==> config.mk <==
export PLATFORM = sky130hd
export DESIGN_NAME = wake_evt_ctrl
export DESIGN_NICKNAME = d
export VERILOG_FILES = /design/src/rtl/wake_evt_pkg.sv /design/src/rtl/wake_sync.sv /design/src/rtl/wake_src_detect.sv /design/src/rtl/wake_evt_reg.sv /design/src/rtl/wake_evt_ctrl.sv
export SDC_FILE = /design/constraint.sdc
export NUM_CORES = 1
export LEC_CHECK = 0
export BUFFER_PORTS_ARGS = -buffer_cell sky130_fd_sc_hd__buf_4
export CAP_MARGIN = 40
export CORE_UTILIZATION = 40
export CTS_BUF_LIST = sky130_fd_sc_hd__clkbuf_4
export DETAILED_ROUTE_END_ITERATION = 16
export PLACE_DENSITY_LB_ADDON = 0.12
export SLEW_MARGIN = 15
export SYNTH_ARGS = -nofsm -noshare
export SYNTH_HDL_FRONTEND = slang
export SYNTH_SLANG_ARGS = --single-unit
==> constraint.sdc <==
create_clock -name clk -period 1.7 [get_ports clk]
set_clock_uncertainty 0.05 [all_clocks]
set_input_delay 0.425 -clock clk [delete_from_list [all_inputs] [get_ports clk]]
set_output_delay 0.425 -clock clk [all_outputs]
set_load 0.05 [all_outputs]
==> src/rtl/wake_evt_pkg.sv <==
package wake_evt_pkg;
  localparam int DW        = 32;
  localparam int NSRC      = 5;
  localparam int EVT_LSB   = 26;
  localparam int SUM_BIT   = 31;
  localparam int ADDR_EVT  = 0;
  localparam int ADDR_MASK = 1;
  localparam int ADDR_CTRL = 2;
  localparam int CTL_PME   = 0;
  localparam int CTL_USE   = 1;
  localparam logic [DW-1:0] MASK_BITS = 32'hFC00_0000;
  localparam logic [DW-1:0] CTRL_BITS = 32'h0000_0003;
endpackage

==> src/rtl/wake_sync.sv <==
module wake_sync #(
  parameter int W      = 2,
  parameter int STAGES = 2
) (
  input  logic         clk,
  input  logic         rst_n,
  input  logic [W-1:0] din,
  output logic [W-1:0] dout
);
  logic [W-1:0] stg [STAGES];

  for (genvar s = 0; s < STAGES; s++) begin : g_stg
    if (s == 0) begin : g_first
      always_ff @(posedge clk or negedge rst_n)
        if (!rst_n) stg[s] <= '0;
        else        stg[s] <= din;
    end else begin : g_next
      always_ff @(posedge clk or negedge rst_n)
        if (!rst_n) stg[s] <= '0;
        else        stg[s] <= stg[s-1];
    end
  end

  assign dout = stg[STAGES-1];
endmodule

==> src/rtl/wake_src_detect.sv <==
module wake_src_detect
  import wake_evt_pkg::*;
#(
  parameter int TMR_W    = 16,
  parameter int PSTATE_W = 2
) (
  input  logic                clk,
  input  logic                rst_n,
  input  logic [1:0]          eth_wake,
  input  logic [TMR_W-1:0]    tmr_count,
  input  logic [TMR_W-1:0]    tmr_ref,
  input  logic [1:0]          irq_lvl,
  input  logic [PSTATE_W-1:0] cur_pstate,
  input  logic [PSTATE_W-1:0] next_pstate,
  input  logic                use_state,
  input  logic                low_power,
  input  logic                bus_req,
  output logic [NSRC-1:0]     src_hit,
  output logic                state_mismatch,
  output logic                bus_wake
);
  logic bus_req_q;
  logic bus_req_d;

  always_comb begin
    src_hit        = {irq_lvl[1], irq_lvl[0], (tmr_count == tmr_ref), eth_wake[1], eth_wake[0]};
    state_mismatch = use_state && (cur_pstate != next_pstate);
    bus_wake       = low_power && bus_req && !bus_req_q;
    bus_req_d      = bus_req;
  end

  always_ff @(posedge clk or negedge rst_n)
    if (!rst_n) bus_req_q <= 1'b0;
    else        bus_req_q <= bus_req_d;
endmodule

==> src/rtl/wake_evt_reg.sv <==
module wake_evt_reg
  import wake_evt_pkg::*;
#(
  parameter int AW = 2
) (
  input  logic            clk,
  input  logic            rst_n,
  input  logic            wr_en,
  input  logic [AW-1:0]   addr,
  input  logic [DW-1:0]   wdata,
  input  logic [NSRC-1:0] src_hit,
  input  logic            state_mismatch,
  input  logic            bus_wake,
  output logic [DW-1:0]   ev_q,
  output logic [DW-1:0]   mask_q,
  output logic [DW-1:0]   ctrl_q,
  output logic [DW-1:0]   rdata,
  output logic            pme_out,
  output logic            cpu_irq
);
  logic [DW-1:0]   ev_d, mask_d, ctrl_d, set_v, clr_v;
  logic            ev_en, mask_en, ctrl_en;
  logic [NSRC-1:0] qual;
  logic            pme_en;

  assign pme_en = ctrl_q[CTL_PME];

  always_comb begin
    qual           = src_hit & mask_q[EVT_LSB +: NSRC];
    set_v          = '0;
    set_v[EVT_LSB +: NSRC] = qual;
    set_v[SUM_BIT] = ((|qual) && !pme_en) || state_mismatch || bus_wake;
    clr_v          = (wr_en && addr == AW'(ADDR_EVT)) ? wdata : '0;
    ev_en          = (|set_v) || (|clr_v);
    ev_d           = set_v | (ev_q & ~clr_v);
    mask_en        = wr_en && addr == AW'(ADDR_MASK);
    mask_d         = wdata & MASK_BITS;
    ctrl_en        = wr_en && addr == AW'(ADDR_CTRL);
    ctrl_d         = wdata & CTRL_BITS;
  end

  always_ff @(posedge clk or negedge rst_n) begin
    if (!rst_n) begin
      ev_q   <= '0;
      mask_q <= '0;
      ctrl_q <= '0;
    end else begin
      if (ev_en)   ev_q   <= ev_d;
      if (mask_en) mask_q <= mask_d;
      if (ctrl_en) ctrl_q <= ctrl_d;
    end
  end

  always_comb begin
    unique case (addr)
      AW'(ADDR_EVT):  rdata = ev_q;
      AW'(ADDR_MASK): rdata = mask_q;
      AW'(ADDR_CTRL): rdata = ctrl_q;
      default:        rdata = '0;
    endcase
    pme_out = pme_en && (|ev_q[EVT_LSB +: NSRC]);
    cpu_irq = mask_q[SUM_BIT] && ev_q[SUM_BIT];
  end
endmodule

==> src/rtl/wake_evt_ctrl.sv <==
module wake_evt_ctrl
  import wake_evt_pkg::*;
#(
  parameter int AW          = 2,
  parameter int TMR_W       = 16,
  parameter int PSTATE_W    = 2,
  parameter int SYNC_STAGES = 2,
  parameter bit IRQ_ACT_LOW = 1'b0
) (
  input  logic                clk,
  input  logic                rst_n,
  input  logic                wr_en,
  input  logic [AW-1:0]       addr,
  input  logic [31:0]         wdata,
  output logic [31:0]         rdata,
  input  logic [1:0]          eth_wake,
  input  logic [TMR_W-1:0]    tmr_count,
  input  logic [TMR_W-1:0]    tmr_ref,
  input  logic [1:0]          irq_pin,
  input  logic [PSTATE_W-1:0] cur_pstate,
  input  logic [PSTATE_W-1:0] next_pstate,
  input  logic                low_power,
  input  logic                bus_req,
  output logic                pme_out,
  output logic                cpu_irq
);
  logic [1:0]      irq_raw, irq_lvl;
  logic [NSRC-1:0] src_hit;
  logic            state_mismatch, bus_wake;
  logic [DW-1:0]   ev_q, mask_q, ctrl_q;

  assign irq_raw = irq_pin ^ {2{IRQ_ACT_LOW}};

  wake_sync #(.W(2), .STAGES(SYNC_STAGES)) i_sync (
    .clk(clk), .rst_n(rst_n), .din(irq_raw), .dout(irq_lvl)
  );

  wake_src_detect #(.TMR_W(TMR_W), .PSTATE_W(PSTATE_W)) i_det (
    .clk(clk), .rst_n(rst_n), .eth_wake(eth_wake), .tmr_count(tmr_count),
    .tmr_ref(tmr_ref), .irq_lvl(irq_lvl), .cur_pstate(cur_pstate),
    .next_pstate(next_pstate), .use_state(ctrl_q[CTL_USE]),
    .low_power(low_power), .bus_req(bus_req), .src_hit(src_hit),
    .state_mismatch(state_mismatch), .bus_wake(bus_wake)
  );

  wake_evt_reg #(.AW(AW)) i_reg (
    .clk(clk), .rst_n(rst_n), .wr_en(wr_en), .addr(addr), .wdata(wdata),
    .src_hit(src_hit), .state_mismatch(state_mismatch), .bus_wake(bus_wake),
    .ev_q(ev_q), .mask_q(mask_q), .ctrl_q(ctrl_q), .rdata(rdata),
    .pme_out(pme_out), .cpu_irq(cpu_irq)
  );
endmodule

# ---- Yosys cells after proc, flatten, opt, wreduce, memory -nomap -nowiden
# Index checks and enable logic that the tools add are counted.
dict set report word_totals {
  in_bits 79
  reg_bits 45
  out_inout_bits 34
  word_cells 35
}
dict set report op_classes {
  n_eq_ne 4
  n_reduce_logical 19
  n_mux 2
  bitwise 4
}
# op count
set op_table {}
lappend op_table {{$pmux 32 s3} 1}
lappend op_table {{$and 32x32->32} 1}
lappend op_table {{$mux 32} 1}
lappend op_table {{$not 32->32} 1}
lappend op_table {{$or 32x32->32} 1}
lappend op_table {{$reduce_or 32->1} 1}
lappend op_table {{$eq 16x16->1} 1}
lappend op_table {{$reduce_or 5->1} 2}
lappend op_table {{$logic_and 1x1->1} 9}
lappend op_table {{$reduce_or 6->1} 1}
lappend op_table {{$and 5x5->5} 1}
lappend op_table {{$logic_or 1x1->1} 3}
lappend op_table {{$eq 2x1->1 const B} 1}
lappend op_table {{$eq 2x2->1 const B} 1}
lappend op_table {{$logic_not 1->1} 2}
lappend op_table {{$logic_not 2->1} 1}
lappend op_table {{$ne 2x2->1} 1}

# ---- Logic depth before layout (Yosys ltp)
# Gate-level depths: netlist of the first run.
dict set report depth {
  word_depth 8
  depth_mapped 5
  ltp_nobuf 4
}

# ---- By module
# A second synthesis of the first run with hierarchy kept.
dict set report unflattened {
  hier_cells 237
  hier_area_um2 2539.9
}
# mod cells_per_inst seq_area_each_um2 area_each_um2 n_inst
set by_module_without_submodules {}
lappend by_module_without_submodules {wake_evt_reg 200 1001.0 2159.6 1}
lappend by_module_without_submodules {wake_src_detect 31 25.0 265.3 1}
lappend by_module_without_submodules {wake_sync 6 100.1 115.1 1}

# ---- Worst setup path before layout of the first run
# No wires, ideal clock.
dict set report synth_timing {
  path_type {in2out}
  startpoint {in addr[1]}
  endpoint {out rdata[11]}
  arrival_time_ns 1.395
  path_stages 4
  n_path_buf 2
  setup_slack_ns -0.170
  cell_sequence {buf_4 -> nor2_2 -> clkbuf_1 -> and2_1}
}
dict set report synth_between {
  elab_chain_len 2
  elab_cells_between_ends 4
  classes_between {2 x eq/ne; 1 x mux; 1 x reduce/logical}
}
# element line
set synth_lines {}
lappend synth_lines {{from (decl)} wake_evt_ctrl.sv:13} ;# input logic [AW-1:0] addr,
lappend synth_lines {{$eq 2x2->1, or another cell as far along} wake_evt_reg.sv:55} ;# unique case (addr)
lappend synth_lines {{$pmux 32 s3 (*)} wake_evt_reg.sv:55}
lappend synth_lines {{to (decl)} wake_evt_ctrl.sv:15} ;# output logic [31:0] rdata,
# Mark *: on every way between the ends. The rest lies on a longest branch, timed or not.

# ---- Worst setup path after layout of the first run
dict set report layout_timing {
  startpoint {reg i_reg.ev_q[26]}
  endpoint {out pme_out}
}
dict set report layout_between {
  elab_chain_len 2
}
# element line
set layout_lines {}
lappend layout_lines {{from (decl)} wake_evt_reg.sv:14} ;# output logic [DW-1:0] ev_q,
lappend layout_lines {{from (signal assigned)} wake_evt_reg.sv:48} ;# if (ev_en) ev_q <= ev_d;
lappend layout_lines {{$reduce_or 5->1} wake_evt_reg.sv:61} ;# pme_out = pme_en && (|ev_q[EVT_LSB +: NSRC]);
lappend layout_lines {{$logic_and 1x1->1} wake_evt_reg.sv:61}
lappend layout_lines {{to (decl)} wake_evt_ctrl.sv:24} ;# output logic pme_out,
# Every way passes these cells.

==> summary.md, run 1 <==
| Metric | Value |
|---|---|
| Clock network fraction of design power | `0.208` |
| Fin crit period | `2.12 ns` |
| Leakage power total | `1.72 nW` |
| GR Layer Usage met3 | `0.0542` |
| First drt pass iteration count | `2` |
| Die Outline Area | `5550 sq um` |
| Total grt overflow | `0` |
| Width of the chip | `74.5 um` |
| Combinational family with the most area after synthesis | `simple AND/OR/NAND/NOR gates` |
| Hold_ws | `-0.0120 ns` |
| Clock Sink Count | `45` |
| Portion of the clock cycle consumed by the worst path in the final layout | `1.25` |
| GRT Max-Usage Layer | `met2` |
| Largest net degree at the start of global routing | `46` |
| Overall Global Routing Usage | `0.186` |
| Detailed Place HPWL | `3920 um` |
| Worst slew margin relative to its limit | `0.617` |
| Via count of the first global-routing pass | `1756` |
| Sort of element at the end of the critical path | `primary output` |
| Filler-free cell count of the finished design | `377` |
| Mean instance size in the synthesized netlist | `11.8 sq um` |
| Area growth from synthesis to layout | `70.0%` |
| Die Height | `74.5 um` |
| Sequential element share of the synthesized area | `0.535` |
| Run status | `complete, but fails checks` |
| Yosys warning count | `0` |
| Number of hold-repair buffers added at the cts stage | `0` |
| Clock latency at the later pin of the worst-skew pair | `0.36 ns` |
| Slew @ Worst Pin | `0.575 ns` |
| Multi-input logic area | `1040 sq um` |
| Fraction of power consumed by sequential logic | `0.511` |
| Post-synthesis simple-gate area fraction | `0.155` |
| Unrepaired setup endpoints after global routing | `yes` |
| Number of cells in the design after placement | `364` |
| Worst Setup Path Type | `reg2out` |
| Max-cap violations | `0` |
| Nets@finish | `386` |
| Highest-delay cell along the critical path | `or4_1` |
| Commonest cells after routing, fill and taps aside | `buf_4 (85), dfrtp_1 (45), a21boi_0 (27)` |
| Synthesized-area fraction occupied by ao, oa, aoi and oai cells | `0.134` |
| Wire per inst | `14.6 um` |
| Cell Chain, Critical Path | `or4_1, o21a_1, buf_6` |
| TritonCTS buffer count | `5` |
| Reg area | `1130 sq um` |
| Failing checks | `negative hold slack, negative setup slack` |
| Vias per std cell | `4.80` |
| Synthesized flop and latch total | `45` |
| Port bufs | `112` |
| Setup crit start kind | `flip-flop` |
| Area of all placed cells without fillers | `3570 sq um` |
| Pint | `1.62 mW` |
| Row Count | `26` |
| Critical path fanouts, max | `2` |
| Number of routed nets with antenna violations | `0` |
| Final Core Density | `0.704` |
| Buffers from clock root to sink, at most | `2` |
| Largest delay contributor family on the critical path | `simple AND/OR/NAND/NOR gates` |
| Number of cells on the critical path | `3` |
| Crit path buffers/inverters | `1` |
| Max-slew violation total from the final report | `0` |
| Cell area after synthesis | `2100 sq um` |
| Min-Delay Path Class | `in2async` |
| Number of violations reported at the end of detailed-routing iteration 0 | `51` |
| Mux contribution to synthesized area | `0.0809` |
| Data required, critical path | `1.22 ns` |
| Depth of the CTS H-tree | `2` |
| Distinct cell type count after synthesis | `28` |
| Met2 global-route usage | `0.334` |
| Maximum vdd drop | `463 uV` |
| Post-synthesis share of cell area spent on full adders, half adders and majority gates | `0` |
| Wire length of the first global-routing pass | `7600 um` |
| DRC Markers | `0` |
| Most common cell after layout, fill and taps aside | `buf_4` |
| Vias | `1811` |
| Starting Density | `0.414` |
| Total Routed Length | `5500 um` |
| Clk root buf | `clkbuf_4` |
| R2r worst-path depth | `4` |
| Arrival time worst endpoint | `1.65 ns` |
| Switching part of the total power | `0.298` |
| Setup TNS Final | `-0.691 ns` |
| Number of top-level pins | `113` |
| Proportion of power drawn by combinational gates | `0.281` |
| Share of the synthesized netlist area taken by xor and xnor gates | `0.0750` |
| Cell count after synthesis | `178` |
| Share of post-route cells with drive strength above 1 | `0.586` |
| Filler cell count | `405` |
| Synthesized net count | `257` |
| Placed cell areas | `3190 sq um` |
| Clock tree from TritonCTS | `yes` |
| Switch Pwr | `0.690 mW` |
| Hold Fails Final Rpt | `12` |
| Core area | `5070 sq um` |
| Worst setup margin | `-0.421 ns` |
| Overall power consumption | `2.31 mW` |
| Ant. Diodes | `0` |
| Final weighted congestion of routability-driven global placement | `0.733` |
| Stage delay of the slowest cell on the critical path | `0.51 ns` |
| Final-report setup violation count | `17` |
| GR Layer Usage met1 | `0.216` |
| Number of antenna violations at the first check in global routing | `0` |
| Post-CTS clock slew at the launch and capture registers of the worst setup and hold paths | `0.12 ns` |
| Highest attainable clock frequency | `472 MHz` |
| Power density over the cells | `647 nW/um^2` |
-- Yosys cell counts, drive strengths merged --
master   n  share of area
nor3     1         0.0024
xor2    15          0.062
nand2    7          0.012
dfrtp   45           0.54
nand3    2         0.0048
o21ai    2         0.0048
clkbuf   4         0.0071
mux2i    8          0.038
or4      1         0.0036
a22oi    2         0.0071
a21oi    1         0.0024
nor3b    1         0.0089
buf      3          0.012
a21boi  28           0.10
xnor2    3          0.012
a22o     4          0.017
nor2    10          0.019
nand3b   2          0.013
and2    25          0.074
o21a     1         0.0036
nor4     4          0.012
nand4b   1         0.0042
mux2     8          0.043
-- worst register-to-register path, delay by kind of cell, from the launching register on --
family          cells  cell delay [ns]
compound gates      3             0.46
flops               1             0.45
simple gates        1             0.17
-- registers in the layout, indices dropped and copies added (netlist names) --
signal	count
i_reg.mask_q	6
i_sync.dout	2
i_det.bus_req_q	1
i_reg.ev_q	32
i_reg.ctrl_q	2
i_sync.stg	2
-- logic make-up after synthesis --
| family | after synthesis |
|---|---|
| mux | 16 |
| simple gates | 54 |
| xor+xnor | 18 |
| flops | 45 |
| compound gates | 38 |
| buf+inv | 7 |
-- repair_timing --
| action | 4_1_cts | 5_1_grt |
|---|---|---|
| setup endpoints to repair | 5 | 31 |
| pin swaps | 1 | 22 |
| resized for setup | 9 | 60 |
| gates cloned | 0 | 3 |
| setup buffers | 0 | 5 |
-- metrics by stage --
stage               hold WS (ns)  setup WS, ns
floorplan                 0.0794       -0.0507
global placement           0.283       -0.0174
detailed placement         0.286       -0.0323
CTS                      0.00697        -0.411
global route              0.0110        -0.467
finish                   -0.0120        -0.421
-- path summary, 6_finish.rpt --
path	startpoint	to	slack (ns)
setup / recovery	i_reg.ev_q[26]	pme_out	-0.42
hold / removal	rst_n	i_reg.ev_q[0]	-0.01
setup reg to reg	i_reg.mask_q[30]	i_reg.ev_q[31]	0.44
hold reg to reg	i_sync.stg[2]	i_sync.dout[0]	0.31
max in group asynchronous	rst_n	i_reg.mask_q[28]	1.21
min in group clk	irq_pin[1]	i_sync.stg[3]	0.11
-- layout make-up --
class,count,share of cell area
well taps,70,0.0245
clock buffers,5,0.0105
flip-flops and latches,45,0.315
repair buffers,129,0.357
multi-input cells,126,0.290
clock inverters,2,0.00315
-- routing by layer --
layer  wire [um]  vias to the layer above
met3         295                        6
met2        2930                       61
met1        2220                      873
met4          55                        0
met5           0                        -
li1            -                      871
-- power groups by stage --
stage          sequential (mW)  combinational (mW)  clock (mW)
2_1_floorplan             1.18               0.288           0
3_5_place_dp              1.20               0.584           0
6_report                  1.18               0.650       0.482
4_1_cts                   1.18               0.605       0.498
3_3_place_gp              1.19               0.579           0
5_1_grt                   1.19               0.690       0.550
(Power assumes the default switching activity.)
==> inputs of run 2 (changes only) <==
Settings changed: CELL_PAD_IN_SITES_DETAIL_PLACEMENT set to 1, CELL_PAD_IN_SITES_GLOBAL_PLACEMENT set to 2, CORE_UTILIZATION 40 to 27.
==> run 2 against run 1 <==
Net effect: critical endpoint unchanged; cell area down 0.11%; combinational power down 2%; the flow finishes with violations (negative setup slack); largest cell class unchanged; sequential share of layout area up 0.068 points; clock-buffer cell count unchanged; global-route usage down 2.6 points.
==> summary.md, run 2 (synthesis gave the netlist of run 1 again) <==
| Metric | Value |
|---|---|
| Run status | `complete, but fails checks (unchanged)` |
| Failing checks | `negative setup slack (was negative hold slack, negative setup slack)` |
| Die Outline Area | `8150 sq um (was 5550 sq um)` |
| Leakage power total | `1.72 nW (about the same)` |
| Starting Density | `0.284 (was 0.414)` |
| Row Count | `31 (was 26)` |
| Number of cells in the design after placement | `392 (was 364)` |
| Die Height | `90.3 um (was 74.5 um)` |
| Clock latency at the later pin of the worst-skew pair | `0.33 ns (was 0.36 ns)` |
| Nets@finish | `386 (unchanged)` |
| Number of routed nets with antenna violations | `0 (unchanged)` |
| Ant. Diodes | `0 (unchanged)` |
| Highest-delay cell along the critical path | `or4_1 (unchanged)` |
| Overall Global Routing Usage | `0.160 (was 0.186)` |
| Clock tree from TritonCTS | `yes (unchanged)` |
| Final weighted congestion of routability-driven global placement | `0.675 (was 0.733)` |
| GR Layer Usage met1 | `0.212 (was 0.216)` |
| Setup crit start kind | `flip-flop (unchanged)` |
| Vias per std cell | `4.47 (was 4.80)` |
| Max-slew violation total from the final report | `0 (unchanged)` |
| Commonest cells after routing, fill and taps aside | `buf_4 (89), dfrtp_1 (44), a21boi_0 (27) (was buf_4 (85), dfrtp_1 (45), a21boi_0 (27))` |
| Critical path fanouts, max | `2 (unchanged)` |
| Arrival time worst endpoint | `1.58 ns (was 1.65 ns)` |
| Stage delay of the slowest cell on the critical path | `0.50 ns (was 0.51 ns)` |
| Worst Setup Path Type | `reg2out (unchanged)` |
| Width of the chip | `90.3 um (was 74.5 um)` |
| Number of antenna violations at the first check in global routing | `0 (unchanged)` |
| Area growth from synthesis to layout | `69.8% (was 70.0%)` |
| Fin crit period | `2.06 ns (was 2.12 ns)` |
| Area of all placed cells without fillers | `3570 sq um (about the same)` |
| Crit path buffers/inverters | `1 (unchanged)` |
| Post-CTS clock slew at the launch and capture registers of the worst setup and hold paths | `0.12 ns (about the same)` |
| Buffers from clock root to sink, at most | `2 (unchanged)` |
| Min-Delay Path Class | `in2async (unchanged)` |
| Core area | `7410 sq um (was 5070 sq um)` |
| Wire length of the first global-routing pass | `10200 um (was 7600 um)` |
| Number of violations reported at the end of detailed-routing iteration 0 | `29 (was 51)` |
| Largest delay contributor family on the critical path | `simple AND/OR/NAND/NOR gates (unchanged)` |
| Worst setup margin | `-0.358 ns (was -0.421 ns)` |
| Filler-free cell count of the finished design | `405 (was 377)` |
| Max-cap violations | `0 (unchanged)` |
| First drt pass iteration count | `4 (was 2)` |
| Detailed Place HPWL | `4610 um (was 3920 um)` |
| Final-report setup violation count | `14 (was 17)` |
| Port bufs | `112 (unchanged)` |
| Total Routed Length | `6200 um (was 5500 um)` |
| Hold Fails Final Rpt | `0 (was 12)` |
| GRT Max-Usage Layer | `met2 (unchanged)` |
| Total grt overflow | `0 (unchanged)` |
| Placed cell areas | `3200 sq um (was 3190 sq um)` |
| Cell Chain, Critical Path | `or4_1, o21a_1, buf_6 (unchanged)` |
| Number of top-level pins | `113 (unchanged)` |
| Number of hold-repair buffers added at the cts stage | `0 (unchanged)` |
| Sort of element at the end of the critical path | `primary output (unchanged)` |
| Share of post-route cells with drive strength above 1 | `0.588 (was 0.586)` |
| Wire per inst | `15.3 um (was 14.6 um)` |
| Max reg flops | `32 (unchanged)` |
| Portion of the clock cycle consumed by the worst path in the final layout | `1.21 (was 1.25)` |
| Depth of the CTS H-tree | `2 (unchanged)` |
| Highest attainable clock frequency | `486 MHz (was 472 MHz)` |
| DRC Markers | `0 (unchanged)` |
| Slew @ Worst Pin | `0.579 ns (was 0.575 ns)` |
| Worst reg2reg setup slack | `0.49 ns (was 0.44 ns)` |
| Largest Register | `i_reg.ev_q (unchanged)` |
| Clk root buf | `clkbuf_4 (unchanged)` |
| Final Core Density | `0.482 (was 0.704)` |
| Registers with the most flip-flops | `i_reg.ev_q x32, i_reg.mask_q x6 (unchanged)` |
| Most common cell after layout, fill and taps aside | `buf_4 (unchanged)` |
| Maximum vdd drop | `240 uV (was 463 uV)` |
| Power density over the cells | `636 nW/um^2 (was 647 nW/um^2)` |
| Worst slew margin relative to its limit | `0.614 (was 0.617)` |
| Clock Sink Count | `45 (unchanged)` |
| Vias | `1812 (was 1811)` |
| Via count of the first global-routing pass | `2045 (was 1756)` |
| Largest net degree at the start of global routing | `46 (unchanged)` |
| TritonCTS buffer count | `5 (unchanged)` |
| Data required, critical path | `1.22 ns (about the same)` |
| Met2 global-route usage | `0.261 (was 0.334)` |
| Unrepaired setup endpoints after global routing | `yes (unchanged)` |
| Pre-CTS setup slack | `-0.00629 ns (was -0.0323 ns)` |
| GR Layer Usage met3 | `0.0387 (was 0.0542)` |
==> run 2: what timing repair did <==
item | CTS | global route
gates cloned | 1 | 2
pin swaps | 1 | 22
resized for setup | 20 | 48
endpoints found under the setup margin | 15 | 32
setup buffers | 3 | 2
==> run 2: cell type report <==
cell class,count,area (sq um)
flip-flops and latches,45,1130
well taps,99,124
clock inverters,1,5.00
repair buffers,129,1250
fillers,799,3840
multi-input cells,126,1020
clock buffers,5,37.5
==> run 2: metrics by stage <==
stage,power [mW],setup TNS (ns),hold slack [ns]
2_1_floorplan,1.47,-0.0507,0.0794
3_3_place_gp,1.77,-0.0138,0.283
3_5_place_dp,1.77,-0.0215,0.287
4_1_cts,2.29,-0.894,0.0247
5_1_grt,2.42,-1.42,0.0317
6_report,2.27,-0.534,0.0183
==> run 2: worst paths after layout <==
path	start	to	depth (start not counted)
min in group clk	irq_pin[0]	i_sync.stg[2]	1
max in group asynchronous	rst_n	i_reg.ctrl_q[0]	1
max reg2reg	i_sync.dout[1]	i_reg.ev_q[31]	4
min	rst_n	i_reg.ev_q[30]	1
max	i_reg.ev_q[26]	pme_out	3
min reg2reg	i_sync.stg[2]	i_sync.dout[0]	0
==> run 2: routing by layer <==
metal,vias up,part of all wire
li1,864,-
met1,873,0.44
met2,73,0.49
met3,2,0.057
met4,0,0.0047
met5,-,0
==> run 2: power by group <==
part,internal [mW],switching (mW)
combinational,0.334,0.304
clock,0.144,0.314
sequential,1.13,0.0467
